**src/rtl/rxr_pkg.sv**
```systemverilog
// Shared types and helpers for the receive ring writer.
// Assumes destination addresses are packed with byte 0 in bits 7:0.
package rxr_pkg;

    typedef enum logic [2:0] {
        ST_IDLE,
        ST_DATA,
        ST_SKIP,
        ST_PAD,
        ST_HDR
    } rxr_state_e;

    localparam int HDR_BYTES  = 4;
    localparam int DEST_BYTES = 6;

    // Serial CRC over the destination, bits fed LSB-first per byte; top six bits index the hash.
    function automatic logic [5:0] hash_index(input logic [47:0] dest);
        logic [31:0] crc;
        logic        fb;
        crc = 32'hFFFF_FFFF;
        for (int i = 0; i < 48; i++) begin
            fb  = crc[31] ^ dest[i];
            crc = {crc[30:0], 1'b0} ^ (fb ? 32'h04C1_1DB7 : 32'h0000_0000);
        end
        return crc[31:26];
    endfunction

endpackage

```
**src/rtl/rxr_addr_filter.sv**
```systemverilog
// Destination address filter: decides acceptance of a frame from its
// six destination bytes and the filter configuration. Purely combinational.
// Assumes dest byte 0 (first on the wire) sits in bits 7:0.
module rxr_addr_filter
    import rxr_pkg::*;
(
    input  logic [47:0] dest,
    input  logic [47:0] station_addr,
    input  logic [63:0] mcast_hash,
    input  logic        accept_all,
    input  logic        accept_bcast,
    input  logic        accept_mcast,
    output logic        accept,
    output logic        is_group
);

    logic       is_bcast;
    logic       is_mcast;
    logic [5:0] hidx;

    // Classify the destination and combine with the enables.
    always_comb begin
        is_bcast = &dest;
        is_group = dest[0];
        is_mcast = dest[0] && !is_bcast;
        hidx     = hash_index(dest);
        accept   = accept_all
                 | (is_bcast && accept_bcast)
                 | (is_mcast && accept_mcast && mcast_hash[hidx])
                 | (!dest[0] && (dest == station_addr));
    end

endmodule

```
**src/rtl/rxr_space_check.sv**
```systemverilog
// Ring free-space test: flags the ring as full when the pages between the
// current page and the host boundary cannot hold a maximum frame plus header.
// Assumes start < stop and all pages inside the ring.
module rxr_space_check #(
    parameter int PAGE_W    = 8,
    parameter int MAX_FRAME = 1514,
    parameter int HDR       = 4
) (
    input  logic [PAGE_W-1:0] cur_pg,
    input  logic [PAGE_W-1:0] bnd_pg,
    input  logic [PAGE_W-1:0] start_pg,
    input  logic [PAGE_W-1:0] stop_pg,
    output logic              full
);

    localparam int EW      = PAGE_W + 2;
    localparam int NEED_PG = (MAX_FRAME + HDR + 255) / 256;

    logic [EW-1:0]        cur_e, bnd_e, start_e, stop_e;
    logic signed [EW-1:0] avail_pg;

    // Free pages, then compare against the page count of a worst-case frame.
    always_comb begin
        cur_e   = EW'(cur_pg);
        bnd_e   = EW'(bnd_pg);
        start_e = EW'(start_pg);
        stop_e  = EW'(stop_pg);
        if (cur_e < bnd_e)
            avail_pg = $signed(bnd_e - cur_e);
        else
            avail_pg = $signed((stop_e - start_e) - (cur_e - bnd_e));
        full = int'(avail_pg) < NEED_PG;
    end

endmodule

```
**src/rtl/rxr_page_math.sv**
```systemverilog
// Next-page calculation: rounds the stored length plus header and trailer
// up to whole pages and wraps past the stop page. Combinational.
// Assumes start < stop.
module rxr_page_math #(
    parameter int PAGE_W = 8,
    parameter int LEN_W  = 12
) (
    input  logic [PAGE_W-1:0] cur_pg,
    input  logic [PAGE_W-1:0] start_pg,
    input  logic [PAGE_W-1:0] stop_pg,
    input  logic [LEN_W-1:0]  frame_len,
    output logic [PAGE_W-1:0] next_pg
);

    localparam int SW = ((PAGE_W > LEN_W) ? PAGE_W : LEN_W) + 2;

    logic [LEN_W:0] len_rnd;
    logic [SW-1:0]  span, sum, ring, nx;

    // Page span of header + data + trailer, then wrap into the ring.
    always_comb begin
        len_rnd = {1'b0, frame_len} + (LEN_W+1)'(263);
        span    = SW'(len_rnd >> 8);
        sum     = SW'(cur_pg) + span;
        ring    = SW'(stop_pg) - SW'(start_pg);
        nx      = (sum >= SW'(stop_pg)) ? (sum - ring) : sum;
        next_pg = PAGE_W'(nx);
    end

endmodule

```
**src/rtl/rxr_ring_writer.sv**
```systemverilog
// Receive ring writer: accepts a byte stream, filters by destination,
// stores frame bytes after a 4-byte header slot, pads runts, writes the
// header, then advances the current page and pulses rx_ok.
// Assumes ring configuration is stable while a frame is in flight and
// that cur_load is used only between frames.
module rxr_ring_writer
    import rxr_pkg::*;
#(
    parameter int PAGE_W    = 8,
    parameter int LEN_W     = 12,
    parameter int MAX_FRAME = 1514,
    parameter int MIN_FRAME = 60
) (
    input  logic                 clk,
    input  logic                 rst_n,
    input  logic                 rx_stop,
    input  logic                 accept_all,
    input  logic                 accept_bcast,
    input  logic                 accept_mcast,
    input  logic [63:0]          mcast_hash,
    input  logic [47:0]          station_addr,
    input  logic [PAGE_W-1:0]    ring_start_pg,
    input  logic [PAGE_W-1:0]    ring_stop_pg,
    input  logic [PAGE_W-1:0]    boundary_pg,
    input  logic                 cur_load,
    input  logic [PAGE_W-1:0]    cur_load_pg,
    input  logic                 in_valid,
    input  logic                 in_sof,
    input  logic                 in_eof,
    input  logic [7:0]           in_data,
    output logic                 mem_we,
    output logic [PAGE_W+7:0]    mem_addr,
    output logic [7:0]           mem_wdata,
    output logic [PAGE_W-1:0]    cur_pg,
    output logic                 rx_ok
);

    localparam int AW = PAGE_W + 8;

    rxr_state_e        state;
    logic [AW-1:0]     wptr, wptr_inc, wptr_nx;
    logic [LEN_W-1:0]  cnt, filled, pad_len;
    logic [47:0]       dest_q, dest_nx;
    logic              group_q;
    logic [LEN_W-1:0]  len_q;
    logic [1:0]        hdr_idx;
    logic [PAGE_W-1:0] cur_q, next_pg;
    logic [15:0]       tot_len;
    logic [7:0]        hdr_byte;
    logic              accept, is_group, full;

    rxr_addr_filter u_filter (
        .dest         (dest_nx),
        .station_addr (station_addr),
        .mcast_hash   (mcast_hash),
        .accept_all   (accept_all),
        .accept_bcast (accept_bcast),
        .accept_mcast (accept_mcast),
        .accept       (accept),
        .is_group     (is_group)
    );

    rxr_space_check #(.PAGE_W(PAGE_W), .MAX_FRAME(MAX_FRAME), .HDR(HDR_BYTES)) u_space (
        .cur_pg   (cur_q),
        .bnd_pg   (boundary_pg),
        .start_pg (ring_start_pg),
        .stop_pg  (ring_stop_pg),
        .full     (full)
    );

    rxr_page_math #(.PAGE_W(PAGE_W), .LEN_W(LEN_W)) u_next (
        .cur_pg    (cur_q),
        .start_pg  (ring_start_pg),
        .stop_pg   (ring_stop_pg),
        .frame_len (len_q),
        .next_pg   (next_pg)
    );

    // Capture the destination byte carried by the current beat.
    always_comb begin
        dest_nx = dest_q;
        for (int i = 0; i < DEST_BYTES; i++) begin
            if (cnt == LEN_W'(i)) dest_nx[i*8 +: 8] = in_data;
        end
    end

    // Write pointer step with wrap from the stop page to the start page.
    always_comb begin
        wptr_inc = wptr + AW'(1);
        wptr_nx  = (wptr_inc == {ring_stop_pg, 8'h00}) ? {ring_start_pg, 8'h00} : wptr_inc;
        filled   = cnt + LEN_W'(1);
        pad_len  = (filled < LEN_W'(MIN_FRAME)) ? LEN_W'(MIN_FRAME) : filled;
    end

    // Header byte for the current header slot.
    always_comb begin
        tot_len = 16'(len_q) + 16'(HDR_BYTES);
        case (hdr_idx)
            2'd0:    hdr_byte = group_q ? 8'h21 : 8'h01;
            2'd1:    hdr_byte = 8'(next_pg);
            2'd2:    hdr_byte = tot_len[7:0];
            default: hdr_byte = tot_len[15:8];
        endcase
    end

    // Frame sequencer: admission, data, padding, header, commit.
    always_ff @(posedge clk) begin
        if (!rst_n) begin
            state     <= ST_IDLE;
            wptr      <= '0;
            cnt       <= '0;
            dest_q    <= '0;
            group_q   <= 1'b0;
            len_q     <= '0;
            hdr_idx   <= '0;
            cur_q     <= '0;
            mem_we    <= 1'b0;
            mem_addr  <= '0;
            mem_wdata <= '0;
            rx_ok     <= 1'b0;
        end else begin
            mem_we <= 1'b0;
            rx_ok  <= 1'b0;
            case (state)
                ST_IDLE: begin
                    if (cur_load) cur_q <= cur_load_pg;
                    if (in_valid && in_sof) begin
                        if (rx_stop || full) begin
                            state <= in_eof ? ST_IDLE : ST_SKIP;
                        end else begin
                            mem_we    <= 1'b1;
                            mem_addr  <= {cur_q, 8'h04};
                            mem_wdata <= in_data;
                            wptr      <= {cur_q, 8'h05};
                            cnt       <= LEN_W'(1);
                            dest_q    <= {40'h0, in_data};
                            state     <= in_eof ? ST_IDLE : ST_DATA;
                        end
                    end
                end
                ST_DATA: begin
                    if (in_valid) begin
                        mem_we    <= 1'b1;
                        mem_addr  <= wptr;
                        mem_wdata <= in_data;
                        wptr      <= wptr_nx;
                        cnt       <= filled;
                        dest_q    <= dest_nx;
                        if (cnt == LEN_W'(DEST_BYTES - 1)) group_q <= is_group;
                        if (cnt == LEN_W'(DEST_BYTES - 1) && !accept) begin
                            state <= in_eof ? ST_IDLE : ST_SKIP;
                        end else if (in_eof) begin
                            hdr_idx <= '0;
                            len_q   <= pad_len;
                            if (filled < LEN_W'(DEST_BYTES))
                                state <= ST_IDLE;
                            else if (filled < LEN_W'(MIN_FRAME))
                                state <= ST_PAD;
                            else
                                state <= ST_HDR;
                        end
                    end
                end
                ST_SKIP: begin
                    if (in_valid && in_eof) state <= ST_IDLE;
                end
                ST_PAD: begin
                    mem_we    <= 1'b1;
                    mem_addr  <= wptr;
                    mem_wdata <= 8'h00;
                    wptr      <= wptr_nx;
                    cnt       <= filled;
                    if (filled >= len_q) state <= ST_HDR;
                end
                ST_HDR: begin
                    mem_we    <= 1'b1;
                    mem_addr  <= {cur_q, 6'b0, hdr_idx};
                    mem_wdata <= hdr_byte;
                    hdr_idx   <= hdr_idx + 2'd1;
                    if (hdr_idx == 2'd3) begin
                        cur_q <= next_pg;
                        rx_ok <= 1'b1;
                        state <= ST_IDLE;
                    end
                end
                default: state <= ST_IDLE;
            endcase
        end
    end

    assign cur_pg = cur_q;

    // the receive strobe lasts a single cycle.
    a_r12_pulse_single: assert property (@(posedge clk) disable iff (!rst_n)
        rx_ok |=> !rx_ok);

    // the strobe coincides with the final header write.
    a_r12_pulse_with_write: assert property (@(posedge clk) disable iff (!rst_n)
        rx_ok |-> mem_we);

    // the current page moves only on commit or a host load.
    a_r12_cur_moves_on_commit: assert property (@(posedge clk) disable iff (!rst_n)
        ((cur_pg != $past(cur_pg)) && !$past(cur_load)) |-> rx_ok);

    // a start-of-frame seen while stopped writes nothing next cycle.
    a_r2_stopped_no_write: assert property (@(posedge clk) disable iff (!rst_n)
        (state == ST_IDLE && in_valid && in_sof && rx_stop) |=> !mem_we);

    // every write lands inside the configured ring.
    a_r11_write_in_ring: assert property (@(posedge clk) disable iff (!rst_n)
        (mem_we && ring_start_pg < ring_stop_pg
         && cur_pg >= ring_start_pg && cur_pg < ring_stop_pg)
        |-> (mem_addr >= {ring_start_pg, 8'h00} && mem_addr < {ring_stop_pg, 8'h00}));

endmodule

```
**config.mk**
```make
export PLATFORM = sky130hd
export DESIGN_NAME = rxr_ring_writer
export DESIGN_NICKNAME = d
export VERILOG_FILES = /design/src/rtl/rxr_pkg.sv /design/src/rtl/rxr_addr_filter.sv /design/src/rtl/rxr_space_check.sv /design/src/rtl/rxr_page_math.sv /design/src/rtl/rxr_ring_writer.sv
export SDC_FILE = /design/constraint.sdc
export NUM_CORES = 1
export LEC_CHECK = 0
export ABC_AREA = 1
export ABC_CLOCK_PERIOD_IN_PS = 16300
export BUFFER_PORTS_ARGS = -buffer_cell sky130_fd_sc_hd__buf_2
export CORE_AREA = 2 2 171 173
export DETAILED_ROUTE_END_ITERATION = 6
export DIE_AREA = 0 0 173 175
export HOLD_SLACK_MARGIN = 0.06
export PLACE_DENSITY_LB_ADDON = 0.15
export SLEW_MARGIN = 20
export SYNTH_ARGS = -nofsm -noshare
export SYNTH_HDL_FRONTEND = slang
export SYNTH_SLANG_ARGS = --single-unit
```
**constraint.sdc**
```tcl
create_clock -name clk -period 16.3 [get_ports clk]
set_input_delay 0 -clock clk [delete_from_list [all_inputs] [get_ports clk]]
set_output_delay 0 -clock clk [all_outputs]
set_load 0.01 [all_outputs]
```
==> results of run 1 <==
[sequential cells by signal, summed over array words and instances (netlist names)]
register,cells
mem_we,1
state,3
len_q,12
mem_wdata,8
wptr,16
cnt,12
group_q,1
hdr_idx,2
rx_ok,1
dest_q,48
mem_addr,16
cur_pg,8
[per-stage QoR]
| stage | util | instance area (sq um) | setup WS (ps) | instances |
|---|---|---|---|---|
| after floorplan | - | 16800 | 11030 | 2855 |
| after global placement | 0.632 | 17900 | 8840 | 3377 |
| after detailed placement | 0.632 | 17900 | 8700 | 3377 |
| after CTS | 0.657 | 18700 | 8650 | 3424 |
| after global routing | 0.657 | 18700 | 7660 | 3425 |
| final | 0.657 | 18700 | 8420 | 3425 |
[routing by layer]
metal	vias up	GRT usage
met1	9067	0.474
li1	9522	-
met3	259	0.0596
met5	-	0
met4	0	0.241
met2	1109	0.687
[placed cells by master, fill, tap and decap left out, types with 3 or more instances in the layout]
cell type / n
a2111oi_0: 8
nor4_1: 16
nand3_1: 310
inv_6: 6
a31oi_1: 20
o21ai_0: 117
nor2_2: 5
nand2_4: 18
xnor2_1: 49
nand2_2: 86
inv_2: 35
xor2_1: 152
o2111ai_1: 6
nand3_2: 14
buf_4: 11
buf_2: 195
clkbuf_16: 17
ha_1: 78
o21ai_1: 17
a211oi_1: 4
o211ai_1: 10
o22ai_1: 13
fa_1: 12
inv_8: 5
o31ai_1: 3
a21oi_1: 148
nand3b_1: 25
or2_2: 17
nand4_1: 15
nand2_1: 945
clkinv_1: 3
nor3_1: 24
inv_1: 360
dfxtp_1: 128
nor2_1: 90
dlygate4sd3_1: 15
o21ai_2: 5
o21bai_1: 13
a22oi_1: 6
xor2_2: 3
[cell families after synthesis]
family,share of synthesized area
flip-flops,0.153
adder cells (fa/ha/maj),0.0724
XOR/XNOR,0.110
AO/OA/AOI/OAI,0.131
buffers and inverters,0.114
AND/OR/NAND/NOR,0.421
[tightest hold or removal path, stage by stage]
cell and delay, ps:
buf_2 110, nor4_1 70, nand3_1 90, nand3_1 70, nand2_1 60, a21oi_1 50
[timing repair]
item | 4_1_cts | 5_1_grt
hold buffers | 15 | 0
hold endpoints to repair | 16 | 0
buffers inserted | 0 | 0
[worst min path at each step]
stage | startpoint | end
2_1_floorplan | in_data[1] | dest_q[1]
3_3_place_gp | cur_load_pg[6] | cur_pg[6]
3_5_place_dp | cur_load_pg[6] | cur_pg[6]
4_1_cts | accept_all | state[1]
5_1_grt | cur_load_pg[7] | cur_pg[7]
6_report | accept_all | state[1]
[area by class of cell]
| cell class | instances | share of cell area |
|---|---|---|
| multi-input combinational | 2258 | 0.661 |
| sequential | 128 | 0.137 |
| inverter | 401 | 0.0810 |
| timing repair buffer | 221 | 0.0648 |
| tap | 384 | 0.0257 |
| clock buffer | 17 | 0.0228 |
| clock inverter | 15 | 0.00737 |
| antenna | 1 | 0.000134 |
==> key figures, run 1 <==
Drt
  – Met3 wire length: 5.52 mm
  – Post-route ant nets: 0
  – Drt total wl: 62.5 mm
  – Initial DRT Pass Iterations: 6
  – Detail Route met2 WL: 28.8 mm
  – Wire per inst: 18.2 um
  – Vias after detailed routing: 20000
  – Top sig layer: met4
  – Met1 WL: 23.9 mm
  – Initial DRC Count: 2096
  – Remaining DRCs: 0
  – Drt via density: 5.83

Logic synthesis
  – Seq cells post-synth: 128
  – Synthesized area per cell: 5.88 sq um
  – Main synth FF type: dfxtp_1
  – Post-synth EDFFs: 0
  – Cells after Synth: 2855
  – Sequential share of the synthesized area: 0.153
  – Async set or reset register ratio after synthesis: 0
  – Most frequent cell after synthesis: nand2_1
  – Post-synth top cells: nand2_1 (945), inv_1 (360), nand3_1 (310)
  – Net Count, Synth: 3107
  – Synth top area cells: nand2_1 (21%), dfxtp_1 (15%), nand3_1 (9.2%)
  – Largest area contributor in the synthesized netlist: nand2_1
  – Cell variety after synth: 62
  – Post-synth top area share: 0.211
  – Yosys warning total: 0
  – Mapped cell area: 16800 sq um

Clock network
  – CTS tree: yes
  – Worst-path clk slew: 70 ps
  – CTS Sinks: 128
  – Worst skew pair latency: 430 ps
  – Clock root buffer: clkbuf_16
  – CTS max path bufs: 2
  – CTS H-tree lvls: 4
  – Num CTS Buffers: 17
  – CTS resizes: 0

Die
  – Die Wd: 173 um
  – Core area: 28400 sq um
  – Cell Rows: 62
  – Die ar.: 30300 sq um
  – I/O Pins: 196
  – Initial Util: 0.592
  – Die Height: 175 um

Setup path
  – CP endpoint kind: flop
  – Cell family with most CP delay: simple AND/OR/NAND/NOR gates
  – FF-to-FF End: len_q[11]
  – Setup CP Type: reg -> reg
  – Worst r2r path cells: 46
  – CP Max Fanout: 33
  – Setup crit start kind: flop
  – CP max stage delay: 610 ps
  – Setup crit end: len_q[11]
  – FF-to-FF setup slack: 8420 ps
  – Critical-path top delay cell: nor2_4
  – Bufs and invs on worst path: 6
  – CP startpoint: cnt[8]
  – CP Depth: 46
  – Most frequent CP cell: nand2_1
  – R2r startpoint: cnt[8]
  – CP arrival: 8230 ps
  – CP required: 16660 ps

STA
  – Min Hold Slack: 75.4 ps
  – Fin. max-slew vios: 0
  – Final cycle utilization of the critical path: 0.483
  – Final setup viols: 0
  – Worst-Margin Slew: 1050 ps
  – Relative slew margins: 0.295
  – Final min period: 7880 ps
  – Clock Skew: 15.3 ps
  – Max Clk Rate: 0.127 GHz
  – Setup_tns: 0 ps
  – RSZ-0062 raised after global routing: no
  – Endpoints failing hold: 0

Min path
  – Hold path cells: 6
  – Worst min path class: in -> reg

Global routing
  – Grt total ovfl: 0
  – Antenna violations before repair: 1
  – GRT Util Overall: 0.400
  – Largest net degree at the start of global routing: 49
  – Global-route wire length before repair: 97.3 mm
  – Vias in the first global route: 18700

Run status
  – Status: complete, no violations

Placement
  – Buffers on Ports: 195
  – DP HPWL: 50.3 mm
  – Gpl congestion: 1.04

Cells and area
  – Sequential Area: 2560 sq um
  – Layout cells sized above 1: 0.142
  – Nets: 3279
  – Footprint of the multi-input gates: 12300 sq um
  – Fill count: 2713
  – Area growth, synth to finish: 11.1%

Flow run
  – Number of max-cap violations: 0
Power of run 1 is not shown: default switching activity piles up to over one toggle a cycle in this logic, so the estimate is an artifact.
==> run 2, diff against run 1 <==
- ABC_CLOCK_PERIOD_IN_PS: 16300 -> 6500
- CORE_AREA: 2 2 171 173 -> 2 2 178 180
- DIE_AREA: 0 0 173 175 -> 0 0 180 182
- clock period: 16.3 -> 6.5 ns (I/O delays scaled with it)
==> run 2 against run 1 <==
  * Cell count is 3.5% higher
  * Design area is 6.4% higher
  * First-iteration DRC count is 2.2% lower
  * Die area is 8.2% higher
  * Sequential share of layout area is 0.82 points lower
  * Critical endpoint is now state[0]
  * Largest cell class unchanged
==> key figures, run 2 (synthesized netlist as in run 1, its figures left out) <==
Setup path
  – CP Max Fanout: 16 (-52%)
  – FF-to-FF setup slack: 400 ps (-8020 ps)
  – CP required: 6860 ps (-9800 ps)
  – CP endpoint kind: flop
  – CP startpoint: cnt[6]
  – Setup crit start kind: flop
  – Most frequent CP cell: nand2_1
  – Setup CP Type: reg -> reg
  – CP arrival: 6460 ps (-1770 ps)
  – R2r startpoint: cnt[6]
  – Critical-path top delay cell: dfxtp_1
  – CP max stage delay: 360 ps (-250 ps)

Min path
  – Hold Startpoint: cur_load_pg[4]
  – Worst min path class: in -> reg

STA
  – Endpoints failing hold: 0 (unchanged)
  – Worst-Margin Slew: 996 ps (-49.8 ps)
  – Final cycle utilization of the critical path: 0.938 (+0.455)
  – Clock Skew: 11.7 ps (-3.70 ps)
  – Final setup viols: 0 (unchanged)
  – Fin. max-slew vios: 0 (unchanged)
  – Final min period: 6100 ps (-1780 ps)
  – Min Hold Slack: 58.2 ps (-17.2 ps)
  – Max Clk Rate: 0.164 GHz (+29%)
  – Fin worst setup slack: 403 ps (-8020 ps)
  – Relative slew margins: 0.330 (+0.0344)

Drt
  – Initial DRT Pass Iterations: 6 (unchanged)
  – Drt via density: 5.73 (-1.6%)
  – Post-route ant nets: 0 (unchanged)
  – Initial DRC Count: 2050 (-2.2%)
  – Wire per inst: 18.6 um (+1.9%)
  – Remaining DRCs: 0 (unchanged)
  – Vias after detailed routing: 20300 (+1.9%)
  – Drt total wl: 65.9 mm (+5.5%)

Clock network
  – CTS H-tree lvls: 4 (unchanged)
  – Num CTS Buffers: 17 (unchanged)
  – Worst-path clk slew: 70 ps (about the same)
  – Clock root buffer: clkbuf_16
  – Worst skew pair latency: 440 ps (about the same)
  – CTS max path bufs: 2 (unchanged)
  – CTS tree: yes
  – CTS Sinks: 128 (unchanged)

Placement
  – Gpl congestion: 1.03 (-0.87%)
  – Cell Count Post-Placement: 3480 (+3.1%)
  – Post-placement setup slack: 36.8 ps (-8660 ps)
  – Placed inst area: 18700 sq um (+4.2%)
  – DP HPWL: 52.7 mm (+4.8%)
  – Buffers on Ports: 195 (unchanged)

Cells and area
  – Layout cells sized above 1: 0.184 (+0.0415)
  – Post-route cell area: 19900 sq um (+6.4%)
  – Non-Filler Instances: 3545 (+3.5%)
  – Largest registers: dest_q: 48 flops, mem_addr: 16 flops, wptr: 16 flops
  – Commonest non-fill, non-tap cells in the layout: nand2_1 (915), inv_1 (359), nand3_1 (306), buf_2 (195), xor2_1 (149)
  – Area growth, synth to finish: 18.2%
  – Nets: 3381 (+3.1%)
  – Biggest register: dest_q
  – Commonest non-fill, non-tap cell in the layout: nand2_1
  – Max reg flops: 48 (unchanged)

Die
  – Die ar.: 32800 sq um (+8.2%)
  – I/O Pins: 196 (unchanged)
  – Die Wd: 180 um (+4.0%)
  – Die Height: 182 um (+4.0%)
  – Initial Util: 0.542 (-0.0495)
  – Core area: 31000 sq um (+9.1%)
  – Cell Rows: 65 (+4.8%)

Flow run
  – Number of max-cap violations: 0 (unchanged)

Global routing
  – Global-route wire length before repair: 101 mm (+4.2%)
  – Antenna violations before repair: 1 (unchanged)
  – GRT Util Overall: 0.388 (-0.0127)
  – Largest net degree at the start of global routing: 63 (+29%)
  – Grt total ovfl: 0 (unchanged)
  – Vias in the first global route: 19200 (+2.3%)

Run status
  – Status: complete, no violations
## run 2: cell count changes in the layout (fill, tap and decap cells not counted), sizes merged
cell / delta
buf: +101
clkinv: +3
clkinvlp: -2
dlygate4sd3: +1
inv: -1
## run 2: per-layer routing
layer | global-route usage | vias up | share of wire
met5 | 0 | - | 0
met4 | 0.218 | 0 | 0.062
met3 | 0.0523 | 231 | 0.081
li1 | - | 9719 | -
met1 | 0.460 | 9296 | 0.39
met2 | 0.673 | 1084 | 0.47
## run 2: critical path, delay by kind of cell (launching register included)
kind            cells  cell delay, ps
flops               1             360
compound gates      2             280
buf+inv             8            1060
simple gates       45            4290
## run 2: stage by stage
step	util	TNS, ps
6_report	0.641	0
5_1_grt	0.641	-342
4_1_cts	0.629	0
3_5_place_dp	0.604	0
3_3_place_gp	0.604	0
2_1_floorplan	-	0
## run 2: repair_timing
item | CTS | global route
hold buffers | 16 | 0
setup endpoints to repair | 0 | 17
setup buffers | 0 | 16
endpoints found under the hold margin | 16 | 0
resized for setup | 0 | 65
## run 2: area by class of cell
type	count	area [sq um]
Antenna cell	1	2.50
Clock buffer	17	425
Clock inverter	15	184
Fill cell	2946	11100
Inverter	401	1510
Multi-Input combinational cell	2258	12600
Sequential cell	128	2560
Tap cell	402	503
Timing Repair Buffer	323	2090
## run 2: worst paths after layout
path / endpoint / cells after the start
worst max register to register: state[0] / 55
worst max-delay path: state[0] / 55
worst min-delay path: cur_pg[4] / 4
worst min register to register: dest_q[26] / 2
Power of run 2 is left out for the same reason.
